===== config.mk =====
export PLATFORM = sky130hd
export DESIGN_NAME = swd_target_resp
export DESIGN_NICKNAME = d
export VERILOG_FILES = /design/src/rtl/swd_resp_pkg.sv /design/src/rtl/swd_edge_sync.sv /design/src/rtl/swd_linereset_det.sv /design/src/rtl/swd_reg_bank.sv /design/src/rtl/swd_target_resp.sv
export SDC_FILE = /design/constraint.sdc
export NUM_CORES = 1
export LEC_CHECK = 0
export BUFFER_PORTS_ARGS = -buffer_cell sky130_fd_sc_hd__buf_2
export CAP_MARGIN = 20
export CORE_ASPECT_RATIO = 0.5
export CORE_MARGIN = 1
export CORE_UTILIZATION = 61
export DETAILED_ROUTE_END_ITERATION = 10
export PLACE_DENSITY = 0.82
export SLEW_MARGIN = 20
export SYNTH_ARGS = -nofsm -noshare
export SYNTH_HDL_FRONTEND = slang
export SYNTH_SLANG_ARGS = --single-unit

===== constraint.sdc =====
create_clock -name clk -period 3.9 [get_ports clk]
set_input_delay 1.17 -clock clk [delete_from_list [all_inputs] [get_ports clk]]
set_output_delay 1.17 -clock clk [all_outputs]
set_load 0.01 [all_outputs]

===== src/rtl/swd_resp_pkg.sv =====
`timescale 1ns/1ps
package swd_resp_pkg;

   typedef enum logic [2:0] {
      ACK_OK    = 3'b001,
      ACK_WAIT  = 3'b010,
      ACK_FAULT = 3'b100
   } ack_e;

   typedef enum logic [2:0] {
      ST_IDLE,
      ST_HDR,
      ST_ACK,
      ST_RDATA,
      ST_RTRN,
      ST_WTRN,
      ST_WDATA,
      ST_LOCK
   } st_e;

   typedef struct packed {
      logic       port;
      logic       rnw;
      logic [1:0] addr;
   } req_t;

   // header bits: [0] start [1] port [2] rnw [3] A2 [4] A3 [5] parity [6] stop [7] park
   function automatic logic hdr_good(input logic [7:0] h);
      return h[0] & ~h[6] & h[7] & ~(^h[5:1]);
   endfunction

endpackage


===== src/rtl/swd_edge_sync.sv =====
`timescale 1ns/1ps
module swd_edge_sync #(
   parameter int STAGES = 2
) (
   input  logic clk,
   input  logic rst_n,
   input  logic sclk_i,
   input  logic sdio_i,
   output logic rise_o,
   output logic bit_o
);

   if (STAGES < 2) begin : g_bad_stages
      $error("swd_edge_sync: STAGES must be at least 2");
   end

   logic [STAGES-1:0] ck_sh;
   logic [STAGES-1:0] dt_sh;
   logic              ck_last;

   always_ff @(posedge clk or negedge rst_n) begin
      if (!rst_n) begin
         ck_sh   <= '0;
         dt_sh   <= '0;
         ck_last <= 1'b0;
      end else begin
         ck_sh   <= {ck_sh[STAGES-2:0], sclk_i};
         dt_sh   <= {dt_sh[STAGES-2:0], sdio_i};
         ck_last <= ck_sh[STAGES-1];
      end
   end

   assign rise_o = ck_sh[STAGES-1] & ~ck_last;
   assign bit_o  = dt_sh[STAGES-1];

   // an edge is reported for exactly one system cycle
   a_r1_rise_single: assert property (@(posedge clk) disable iff (!rst_n)
      rise_o |=> !rise_o);

endmodule


===== src/rtl/swd_linereset_det.sv =====
`timescale 1ns/1ps
module swd_linereset_det #(
   parameter int LEN = 50
) (
   input  logic clk,
   input  logic rst_n,
   input  logic rise_i,
   input  logic bit_i,
   input  logic drv_i,
   output logic hit_o
);

   localparam int CW = $clog2(LEN + 1);

   if (LEN < 9) begin : g_bad_len
      $error("swd_linereset_det: LEN must exceed one header");
   end

   logic [CW-1:0] run_q;

   always_ff @(posedge clk or negedge rst_n) begin
      if (!rst_n) begin
         run_q <= '0;
      end else if (rise_i) begin
         if (drv_i || !bit_i)
            run_q <= '0;
         else if (run_q != CW'(LEN))
            run_q <= run_q + 1'b1;
      end
   end

   assign hit_o = rise_i & ~drv_i & bit_i & (run_q == CW'(LEN - 1));

   // a reset is only ever triggered by a high bit sampled from the host
   a_r9_hit_on_high: assert property (@(posedge clk) disable iff (!rst_n)
      hit_o |-> (rise_i && bit_i && !drv_i));

endmodule


===== src/rtl/swd_reg_bank.sv =====
`timescale 1ns/1ps
module swd_reg_bank #(
   parameter int DATA_W = 32,
   parameter int IDX_W  = 3
) (
   input  logic              clk,
   input  logic              rst_n,
   input  logic              we_i,
   input  logic [IDX_W-1:0]  widx_i,
   input  logic [DATA_W-1:0] wdata_i,
   input  logic [IDX_W-1:0]  ridx_i,
   output logic [DATA_W-1:0] rdata_o
);

   localparam int DEPTH = 1 << IDX_W;

   if (DEPTH > 64) begin : g_bad_depth
      $error("swd_reg_bank: bank too deep");
   end

   logic [DATA_W-1:0] cell_q [DEPTH];

   for (genvar g = 0; g < DEPTH; g++) begin : g_cell
      logic [DATA_W-1:0] q;
      always_ff @(posedge clk or negedge rst_n) begin
         if (!rst_n)
            q <= '0;
         else if (we_i && (widx_i == IDX_W'(g)))
            q <= wdata_i;
      end
      assign cell_q[g] = q;
   end

   assign rdata_o = cell_q[ridx_i];

endmodule


===== src/rtl/swd_target_resp.sv =====
`timescale 1ns/1ps
module swd_target_resp
   import swd_resp_pkg::*;
#(
   parameter int DATA_W      = 32,
   parameter int SYNC_STAGES = 2,
   parameter int RESET_LEN   = 50
) (
   input  logic clk,
   input  logic rst_n,
   input  logic dbg_clk_i,
   input  logic dbg_dio_i,
   input  logic busy_i,
   output logic dbg_dio_o,
   output logic dbg_dio_oe_o
);

   localparam int IDX_W = 3;
   localparam int CNT_W = $clog2(DATA_W + 1) + 1;

   if (DATA_W < 1) begin : g_bad_width
      $error("swd_target_resp: DATA_W must be positive");
   end

   logic              rise;
   logic              din;
   logic              lr_hit;
   st_e               st;
   logic [CNT_W-1:0]  cnt;
   logic [6:0]        hdr_sh;
   logic [7:0]        hdr_full;
   req_t              req_q;
   ack_e              ack_q;
   ack_e              ack_sel;
   logic [DATA_W-1:0] sh_q;
   logic              par_q;
   logic              fault_q;
   logic              oe_q;
   logic              dout_q;
   logic [IDX_W-1:0]  rd_idx;
   logic [IDX_W-1:0]  wr_idx;
   logic [DATA_W-1:0] rd_word;
   logic              we;
   logic              last_bit;
   st_e               after_ack;

   swd_edge_sync #(.STAGES(SYNC_STAGES)) u_sync (
      .clk    (clk),
      .rst_n  (rst_n),
      .sclk_i (dbg_clk_i),
      .sdio_i (dbg_dio_i),
      .rise_o (rise),
      .bit_o  (din)
   );

   swd_linereset_det #(.LEN(RESET_LEN)) u_lrst (
      .clk    (clk),
      .rst_n  (rst_n),
      .rise_i (rise),
      .bit_i  (din),
      .drv_i  (oe_q),
      .hit_o  (lr_hit)
   );

   swd_reg_bank #(.DATA_W(DATA_W), .IDX_W(IDX_W)) u_bank (
      .clk     (clk),
      .rst_n   (rst_n),
      .we_i    (we),
      .widx_i  (wr_idx),
      .wdata_i (sh_q),
      .ridx_i  (rd_idx),
      .rdata_o (rd_word)
   );

   assign hdr_full = {din, hdr_sh};
   assign rd_idx   = {hdr_full[1], hdr_full[4], hdr_full[3]};
   assign wr_idx   = {req_q.port, req_q.addr};
   assign last_bit = (cnt == CNT_W'(DATA_W));

   always_comb begin
      if (fault_q)     ack_sel = ACK_FAULT;
      else if (busy_i) ack_sel = ACK_WAIT;
      else             ack_sel = ACK_OK;
   end

   always_comb begin
      if (ack_q == ACK_OK && req_q.rnw)        after_ack = ST_RDATA;
      else if (!req_q.rnw && ack_q != ACK_FAULT) after_ack = ST_WTRN;
      else                                     after_ack = ST_RTRN;
   end

   assign we = rise & ~lr_hit & (st == ST_WDATA) & last_bit
             & (ack_q == ACK_OK) & ~(par_q ^ din);

   always_ff @(posedge clk or negedge rst_n) begin
      if (!rst_n) begin
         st      <= ST_IDLE;
         cnt     <= '0;
         hdr_sh  <= '0;
         req_q   <= '0;
         ack_q   <= ACK_OK;
         sh_q    <= '0;
         par_q   <= 1'b0;
         fault_q <= 1'b0;
         oe_q    <= 1'b0;
         dout_q  <= 1'b0;
      end else if (lr_hit) begin
         st      <= ST_LOCK;
         fault_q <= 1'b0;
         oe_q    <= 1'b0;
         dout_q  <= 1'b0;
      end else if (rise) begin
         case (st)
            ST_IDLE: begin
               if (din) begin
                  hdr_sh <= 7'b100_0000;
                  cnt    <= CNT_W'(1);
                  st     <= ST_HDR;
               end
            end
            ST_HDR: begin
               if (cnt == CNT_W'(7)) begin
                  cnt <= '0;
                  if (hdr_good(hdr_full)) begin
                     req_q.port <= hdr_full[1];
                     req_q.rnw  <= hdr_full[2];
                     req_q.addr <= {hdr_full[4], hdr_full[3]};
                     ack_q      <= ack_sel;
                     sh_q       <= rd_word;
                     par_q      <= ^rd_word;
                     st         <= ST_ACK;
                  end else begin
                     st <= ST_IDLE;
                  end
               end else begin
                  hdr_sh <= {din, hdr_sh[6:1]};
                  cnt    <= cnt + 1'b1;
               end
            end
            ST_ACK: begin
               oe_q   <= 1'b1;
               dout_q <= ack_q[cnt[1:0]];
               if (cnt == CNT_W'(2)) begin
                  cnt <= '0;
                  st  <= after_ack;
               end else begin
                  cnt <= cnt + 1'b1;
               end
            end
            ST_RDATA: begin
               if (last_bit) begin
                  dout_q <= par_q;
                  cnt    <= '0;
                  st     <= ST_RTRN;
               end else begin
                  dout_q <= sh_q[0];
                  sh_q   <= sh_q >> 1;
                  cnt    <= cnt + 1'b1;
               end
            end
            ST_RTRN: begin
               oe_q   <= 1'b0;
               dout_q <= 1'b0;
               st     <= ST_IDLE;
            end
            ST_WTRN: begin
               oe_q   <= 1'b0;
               dout_q <= 1'b0;
               if (cnt == CNT_W'(1)) begin
                  cnt   <= '0;
                  par_q <= 1'b0;
                  st    <= ST_WDATA;
               end else begin
                  cnt <= CNT_W'(1);
               end
            end
            ST_WDATA: begin
               if (last_bit) begin
                  cnt <= '0;
                  st  <= ST_IDLE;
                  if (ack_q == ACK_OK && (par_q ^ din))
                     fault_q <= 1'b1;
               end else begin
                  sh_q  <= {din, sh_q[DATA_W-1:1]};
                  par_q <= par_q ^ din;
                  cnt   <= cnt + 1'b1;
               end
            end
            ST_LOCK: begin
               if (!din) st <= ST_IDLE;
            end
            default: st <= ST_IDLE;
         endcase
      end
   end

   assign dbg_dio_o    = dout_q;
   assign dbg_dio_oe_o = oe_q;

   // the enable only moves on a detected debug-clock rising edge
   a_r1_oe_on_rise: assert property (@(posedge clk) disable iff (!rst_n)
      (oe_q != $past(oe_q)) |-> $past(rise));

   // the driven value only moves on a detected rising edge
   a_r1_dout_on_rise: assert property (@(posedge clk) disable iff (!rst_n)
      (dout_q != $past(dout_q)) |-> $past(rise));

   // an acknowledge in flight is always one legal code
   a_r3_ack_legal: assert property (@(posedge clk) disable iff (!rst_n)
      (st == ST_ACK) |-> ($countones(ack_q) == 1));

   // the bank is written only after an OK acknowledge
   a_r7_store_only_ok: assert property (@(posedge clk) disable iff (!rst_n)
      we |-> (ack_q == ACK_OK && !fault_q));

   // read data are only shifted out after OK
   a_r8_data_only_ok: assert property (@(posedge clk) disable iff (!rst_n)
      (st == ST_RDATA) |-> (ack_q == ACK_OK));

   // a line reset leaves the target idle-locked, released and fault-free
   a_r9_lock_after_reset: assert property (@(posedge clk) disable iff (!rst_n)
      lr_hit |=> (st == ST_LOCK && !fault_q && !oe_q));

endmodule


# Word level (Yosys, flattened, before mapping)
# Cells that the tools add are included.
[totals] reg_bits=327 out_inout_bits=2
[op_classes] addsub=2 magnitude_cmp=2 n_eq_ne=36 muxes=53 n_bitwise=20 n_reduce_logical=41
[ops] operator="32-bit two-way mux" n=6
[ops] operator="32-bit binary-select mux with 3-bit select" n=1
[ops] operator="32-bit case mux with 3 select lines" n=1
[ops] operator="7-bit two-way mux" n=6
[ops] operator="7-bit case mux with 5 select lines" n=1
[ops] operator="3-bit two-way mux" n=11
[ops] operator="32-bit XOR reduction" n=1
[ops] operator="3-bit equality test, second input constant" n=8
[ops] operator="3-bit case mux with 8 select lines" n=1
[ops] operator="3-bit != test, second input constant" n=7
[ops] operator="1-bit two-way mux" n=17
[ops] operator="7-bit case mux with 2 select lines" n=1
[ops] operator="7-bit AND reduction" n=2
[ops] operator="1-bit bitwise AND" n=12
[ops] operator="3-bit by 2-bit equality test with 1-bit output, second input constant" n=4
[ops] operator="6-bit two-way mux" n=2
[ops] operator="2-bit != test, second input constant" n=6
[ops] operator="2-bit nonzero test" n=6
[ops] operator="1-bit logical AND" n=11
[ops] operator="5-bit AND reduction" n=2
[ops] operator="3-bit by 1-bit equality test with 1-bit output, second input constant" n=3
[ops] operator="3-bit nonzero test" n=3
[ops] operator="4-bit AND reduction" n=2
[ops] operator="8-bit AND reduction" n=1
[ops] operator="other kinds (27)" n=39

# Depth between registers and ports, before layout
[logic_depth] word_depth=12 depth_mapped=12

# Hierarchy
# Synthesis repeated with hierarchy kept, for this count alone.
[unflattened] cells_unflattened=1086 hier_area_um2=15732.6
[modules_own_cells] mod="swd_reg_bank" n_inst=1 cells_per_inst=665 area_per_inst_um2=11639.9
[modules_own_cells] mod="swd_target_resp" n_inst=1 cells_per_inst=376 area_per_inst_um2=3548.4
[modules_own_cells] mod="swd_linereset_det" n_inst=1 cells_per_inst=39 area_per_inst_um2=405.4
[modules_own_cells] mod="swd_edge_sync" n_inst=1 cells_per_inst=6 area_per_inst_um2=138.9

# Worst setup path after synthesis
# OpenSTA, ideal clock, no wires.
[synth_path] path_type="reg2reg" startpoint="register cnt[4]" endpoint="register u_bank.g_cell[3].q[8]" t_arrival_ns=2.422 t_required_ns=3.773 slack_ns=1.350 stages_incl_launch_ff=10 path_buffers=1 synth_period_minus_slack_ns=2.550 cell_sequence="dfrtp_1 > nor4_1 > and3_1 > and2_1 > and3_1 > nand4bb_1 > nor2_1 > nand3_1 > buf_1 > mux2_1"
[synth_between] elab_chain_cells=5
[synth_rtl] element="start, declared" line="swd_target_resp.sv:29" text="logic [CNT_W-1:0] cnt;"
[synth_rtl] element="start signal, assigned" line="swd_target_resp.sv:137" text="cnt <= cnt + 1'b1;"
[synth_rtl] element="start signal, assigned" line="swd_target_resp.sv:147" text="cnt <= cnt + 1'b1;"
[synth_rtl] element="start signal, assigned" line="swd_target_resp.sv:158" text="cnt <= cnt + 1'b1;"
[synth_rtl] element="7-bit by 6-bit equality test with 1-bit output" line="swd_target_resp.sv:78" text="assign last_bit = (cnt == CNT_W'(DATA_W));"
[synth_rtl] element="1-bit bitwise AND" line="swd_target_resp.sv:92" text="assign we = rise & ~lr_hit & (st == ST_WDATA) & last_bit"
[synth_rtl] element="1-bit bitwise AND (2 in a row)" line="swd_target_resp.sv:93" text="& (ack_q == ACK_OK) & ~(par_q ^ din);"
[synth_rtl] element="1-bit logical AND" line="swd_reg_bank.sv:28" text="else if (we_i && (widx_i == IDX_W'(g)))"
[synth_rtl] element="end signal, assigned" line="swd_reg_bank.sv:29" text="q <= wdata_i;"
[synth_rtl] element="end, declared" line="swd_reg_bank.sv:24" text="logic [DATA_W-1:0] q;"
# Every way passes these cells.
# A chain may end at the register's enable or synchronous reset.

# Worst setup path in the final report
[layout_path] startpoint="register hdr_sh[3]" endpoint="register par_q"
[layout_between] elab_chain_cells=8
[layout_rtl] element="start, declared" line="swd_target_resp.sv:30" text="logic [6:0] hdr_sh;"
[layout_rtl] element="start signal, assigned" line="swd_target_resp.sv:136" text="hdr_sh <= {din, hdr_sh[6:1]};"
[layout_rtl] element="3-bit inverter with 4-bit output (implied by the code)" line="swd_reg_bank.sv:34" text="assign rdata_o = cell_q[ridx_i];"
[layout_rtl] element="32-bit binary-select mux with 3-bit select" line="swd_reg_bank.sv:34"
[layout_rtl] element="32-bit two-way mux (implied by the code) (2 in a row)" line="swd_reg_bank.sv:34"
[layout_rtl] element="32-bit XOR reduction" line="swd_target_resp.sv:130" text="par_q <= ^rd_word;"
[layout_rtl] element="1-bit two-way mux" line="swd_target_resp.sv:124" text="if (hdr_good(hdr_full)) begin"
[layout_rtl] element="1-bit two-way mux" line="swd_target_resp.sv:122" text="if (cnt == CNT_W'(7)) begin"
[layout_rtl] element="1-bit case mux with 3 select lines" line="swd_target_resp.sv:113" text="case (st)"
[layout_rtl] element="end signal, assigned" line="swd_target_resp.sv:130"
[layout_rtl] element="end signal, assigned" line="swd_target_resp.sv:185" text="par_q <= par_q ^ din;"
[layout_rtl] element="end, declared" line="swd_target_resp.sv:36" text="logic par_q;"
# Several ways; a longest one is shown, not always the timed one. The select of a mux whose other input is x is not followed.

==> results summary <==
The number of vias after detailed routing is around 9,600. The number of nets in the layout came out at approximately 1,200. The length of the first detailed-routing pass in iterations came out at 5. TritonCTS created 28 clock buffers.

The number of port buffers is 6. The static power due to leakage came out at 8.235 nW. STA classifies the critical path endpoint as a flip-flop.

The final HPWL from detailed placement came out at just under 20 mm. For this configuration, the core starts out at a cell density of a little under two thirds. The later pin in the worst-skew pair is clocked with a latency of between 500 and 600 ps. The buffers inserted during post-CTS setup optimization came out at 0. The area enclosed by the die boundary is between 0.02 and 0.03 mm2. The via count of the first global-routing pass came out at 9,912. The minimum setup slack in the final design came out at between 400 and 500 ps. The share of the yosys chip area belonging to registers is 52.78%.

TritonCTS built the clock tree. The average size of a mapped cell is 13.07 um2. The sum of negative setup slack is 0 ps. The mean number of vias per cell came out at 6.332. After clock tree synthesis, the clock-pin slew on the worst setup and hold paths is 70 ps. The top-area cell type share of the netlist area is between 50 and 60%. Setup repair after global routing left no endpoint under its margin. Synthesis produced 1,186 cells.

The residual DRC count came out at 0. The number of pins with negative max-slew slack in the final report was 0. The total global routing track utilization came out at 27.50%. On the final layout, the worst clock skew is 11.55 ps. The boundary pin count is 7. The iteration-0 DRC count of the detailed router came out at 667. The predominant post-synthesis flop cell is dfrtp_1. The average detailed-routed wire length per instance is 22.50 um.

The maximum fanout along the worst path is 33. The clock period minus worst slack is 3452 ps. The core utilization of the finished layout came out at about 70%. STA classifies the critical path startpoint as a flip-flop. For the worst setup path, the data required time is 4380 ps. At the placement stage, the worst setup path has a slack of between 500 and 600 ps.

The number of nets with antenna violations after detailed routing came out at 0. In the finished design, the share of the clock period the worst path needs comes to 88.52%. The proportion of synthesized flip-flops having asynchronous set or reset is 100.0%.

The worst-case clock buffer depth is 3. The number of maximum-capacitance constraint violations is 0. Sorting the synthesized cells by how often they occur yields dfrtp_1, mux2_2, nand2_1. CTS built an H-tree with a depth of 1.

In this run, synthesis inferred 0 flip-flops with an integrated enable. The largest total area in the synthesized netlist belongs to dfrtp_1. By startpoint and endpoint, the worst setup path is classified as reg2reg. Setup violations remaining at the end of the flow were counted as 0. The x dimension of the die is 227.5 um. The number of flip-flops and latches in the synthesized netlist came out at 327. The worst slew slack as a fraction of its limit is 27.03%.

The total of warnings raised by yosys came out at 0. The upper clock frequency limit came out at 289.7 MHz. The number of nets in the synthesized netlist came out at 1,198. The routed wire length is 33.98 mm. The worst ir drop on vdd is 0.3385 mV. The placeable core area came out at 0.02447 mm2. The total of hold buffers inserted after clock tree synthesis is 0. Entering global routing, the biggest net connects 92 pins. The flow ran to the end, and the final reports show no timing, DRC or antenna violations.

Yosys mapped the design onto 51 distinct sky130hd cell types. Row generation in the floorplan step produced 40 rows. At the end of routability-driven placement, the weighted congestion stood at 0.8758.

In the post-synthesis netlist, the biggest area contributors are dfrtp_1, mux2_2, mux2i_1. The cell with the most instances after synthesis is dfrtp_1. The hold violation count in the final report is 0. At the pin with the least slew margin, the transition time is 1095 ps. Cells with a size suffix above 1 make up a little over a third of the layout. The worst endpoint data arrival time is 3940 ps. The final hold slack came out at 361.6 ps. Clock tree synthesis selected as its root buffer the cell clkbuf_16. For this design the ratio of total power to cell area is 465.3 mW/mm2. The worst hold path belongs to the class reg2reg. The overall power is approximately 7.8 mW.

The number of antenna violations at the first check in global routing is 0. Global routing finished with a remaining overflow of 0. The wire length of the first global-routing pass is about 55 mm.

The area growth from synthesis to layout is 8.408%. The clock sink count came out at 327. The combined area of all synthesized cells is 0.01551 mm2. The overall die height came out at 114.7 um. The number of inserted diodes is 0. The count of instances resized after the clock tree is built came out at 0.
per-layer routing:
layer / wire (um) / global-route usage [%] / up-vias
met2: 16330 / 45.26 / 297
li1: - / - / 4213
met4: 650 / 6.801 / 0
met3: 1804 / 4.242 / 55
met5: 0 / 0 / -
met1: 15190 / 38.95 / 4996
placed cells by master, fill, tap and decap left out, drive strengths merged, types with 2 or more instances in the layout:
| cell | count |
|---|---|
| mux4 | 32 |
| nand3 | 9 |
| clkinv | 8 |
| ha | 7 |
| bufinv | 3 |
| nor2 | 22 |
| and2 | 6 |
| nand4b | 2 |
| o31ai | 3 |
| a221oi | 17 |
| mux2 | 293 |
| a21o | 3 |
| inv | 9 |
| o22ai | 16 |
| dfrtp | 326 |
| xnor2 | 30 |
| buf | 36 |
| and3 | 5 |
| clkbuf | 39 |
| nor3 | 6 |
| o21ai | 82 |
| a21oi | 16 |
| nor2b | 6 |
| nand2 | 92 |
| nand4 | 4 |
| nor4 | 4 |
| o211ai | 2 |
| xor2 | 8 |
| mux2i | 66 |
| nand2b | 8 |
power by group:
part           switching, mW  internal, mW  leakage (nW)
Combinational          0.631         0.460          3.23
Clock                   1.25          1.67         0.479
Sequential             0.301          3.50          4.52
Total                   2.19          5.63          8.23
cell families (layout without fill, tap and decap cells):
logic type,count (synthesis),after routing,share of synthesized area [%]
compound gates,145,145,5.552
flops,327,327,52.78
simple gates,169,169,4.946
xor+xnor,39,39,2.388
mux,391,391,30.62
buf+inv,108,96,3.147
fa+ha+maj,7,7,0.5648
area by class of cell:
cell class              instances  area [um2]
multi-input cells             751        6863
flip-flops and latches        327        8188
clock inverters                12       141.4
inverters                       9       33.78
well taps                     336       420.4
fillers                      1575        7664
repair buffers                 36       340.3
clock buffers                  39       823.3
worst paths after layout:
path,start,to,slack (ps),cells after the start
max,hdr_sh[3]$_DFFE_PN0P_,par_q$_DFFE_PN0P_,450,9
min,u_sync.ck_sh[0]$_DFF_PN0_,u_sync.ck_sh[1]$_DFF_PN0_,360,0
max reg2reg,hdr_sh[3]$_DFFE_PN0P_,par_q$_DFFE_PN0P_,450,9
min reg2reg,u_sync.ck_sh[0]$_DFF_PN0_,u_sync.ck_sh[1]$_DFF_PN0_,360,0
max in group asynchronous,rst_n,u_bank.g_cell[5].q[18]$_DFFE_PN0P_,2350,2
min in group asynchronous,rst_n,u_bank.g_cell[7].q[12]$_DFFE_PN0P_,600,1
per-stage QoR:
| step | instance area (um2) | cells |
|---|---|---|
| final | 16810 | 1510 |
| after global routing | 16810 | 1510 |
| after CTS | 16810 | 1510 |
| after detailed placement | 15850 | 1459 |
| after global placement | 15850 | 1459 |
| after floorplan | 15510 | 1186 |
sequential cells by signal (all words and copies together) (netlist names):
register / flops
u_bank.g_cell.q: 256
sh_q: 32
cnt: 7
hdr_sh: 7
u_lrst.run_q: 6
req_q: 4
ack_q: 3
st: 3
u_sync.ck_sh: 2
u_sync.dt_sh: 2
dbg_dio_o: 1
dbg_dio_oe_o: 1
fault_q: 1
par_q: 1
u_sync.ck_last: 1
critical path, stage by stage (launching register included):
cell	delay [ps]
dfrtp_4	840
buf_12	290
mux4_1	590
mux2i_1	260
xnor2_1	220
xnor2_2	160
xnor2_1	110
xnor2_1	280
xnor3_1	460
o21ai_1	130
Power figures use the tool's default switching activity.
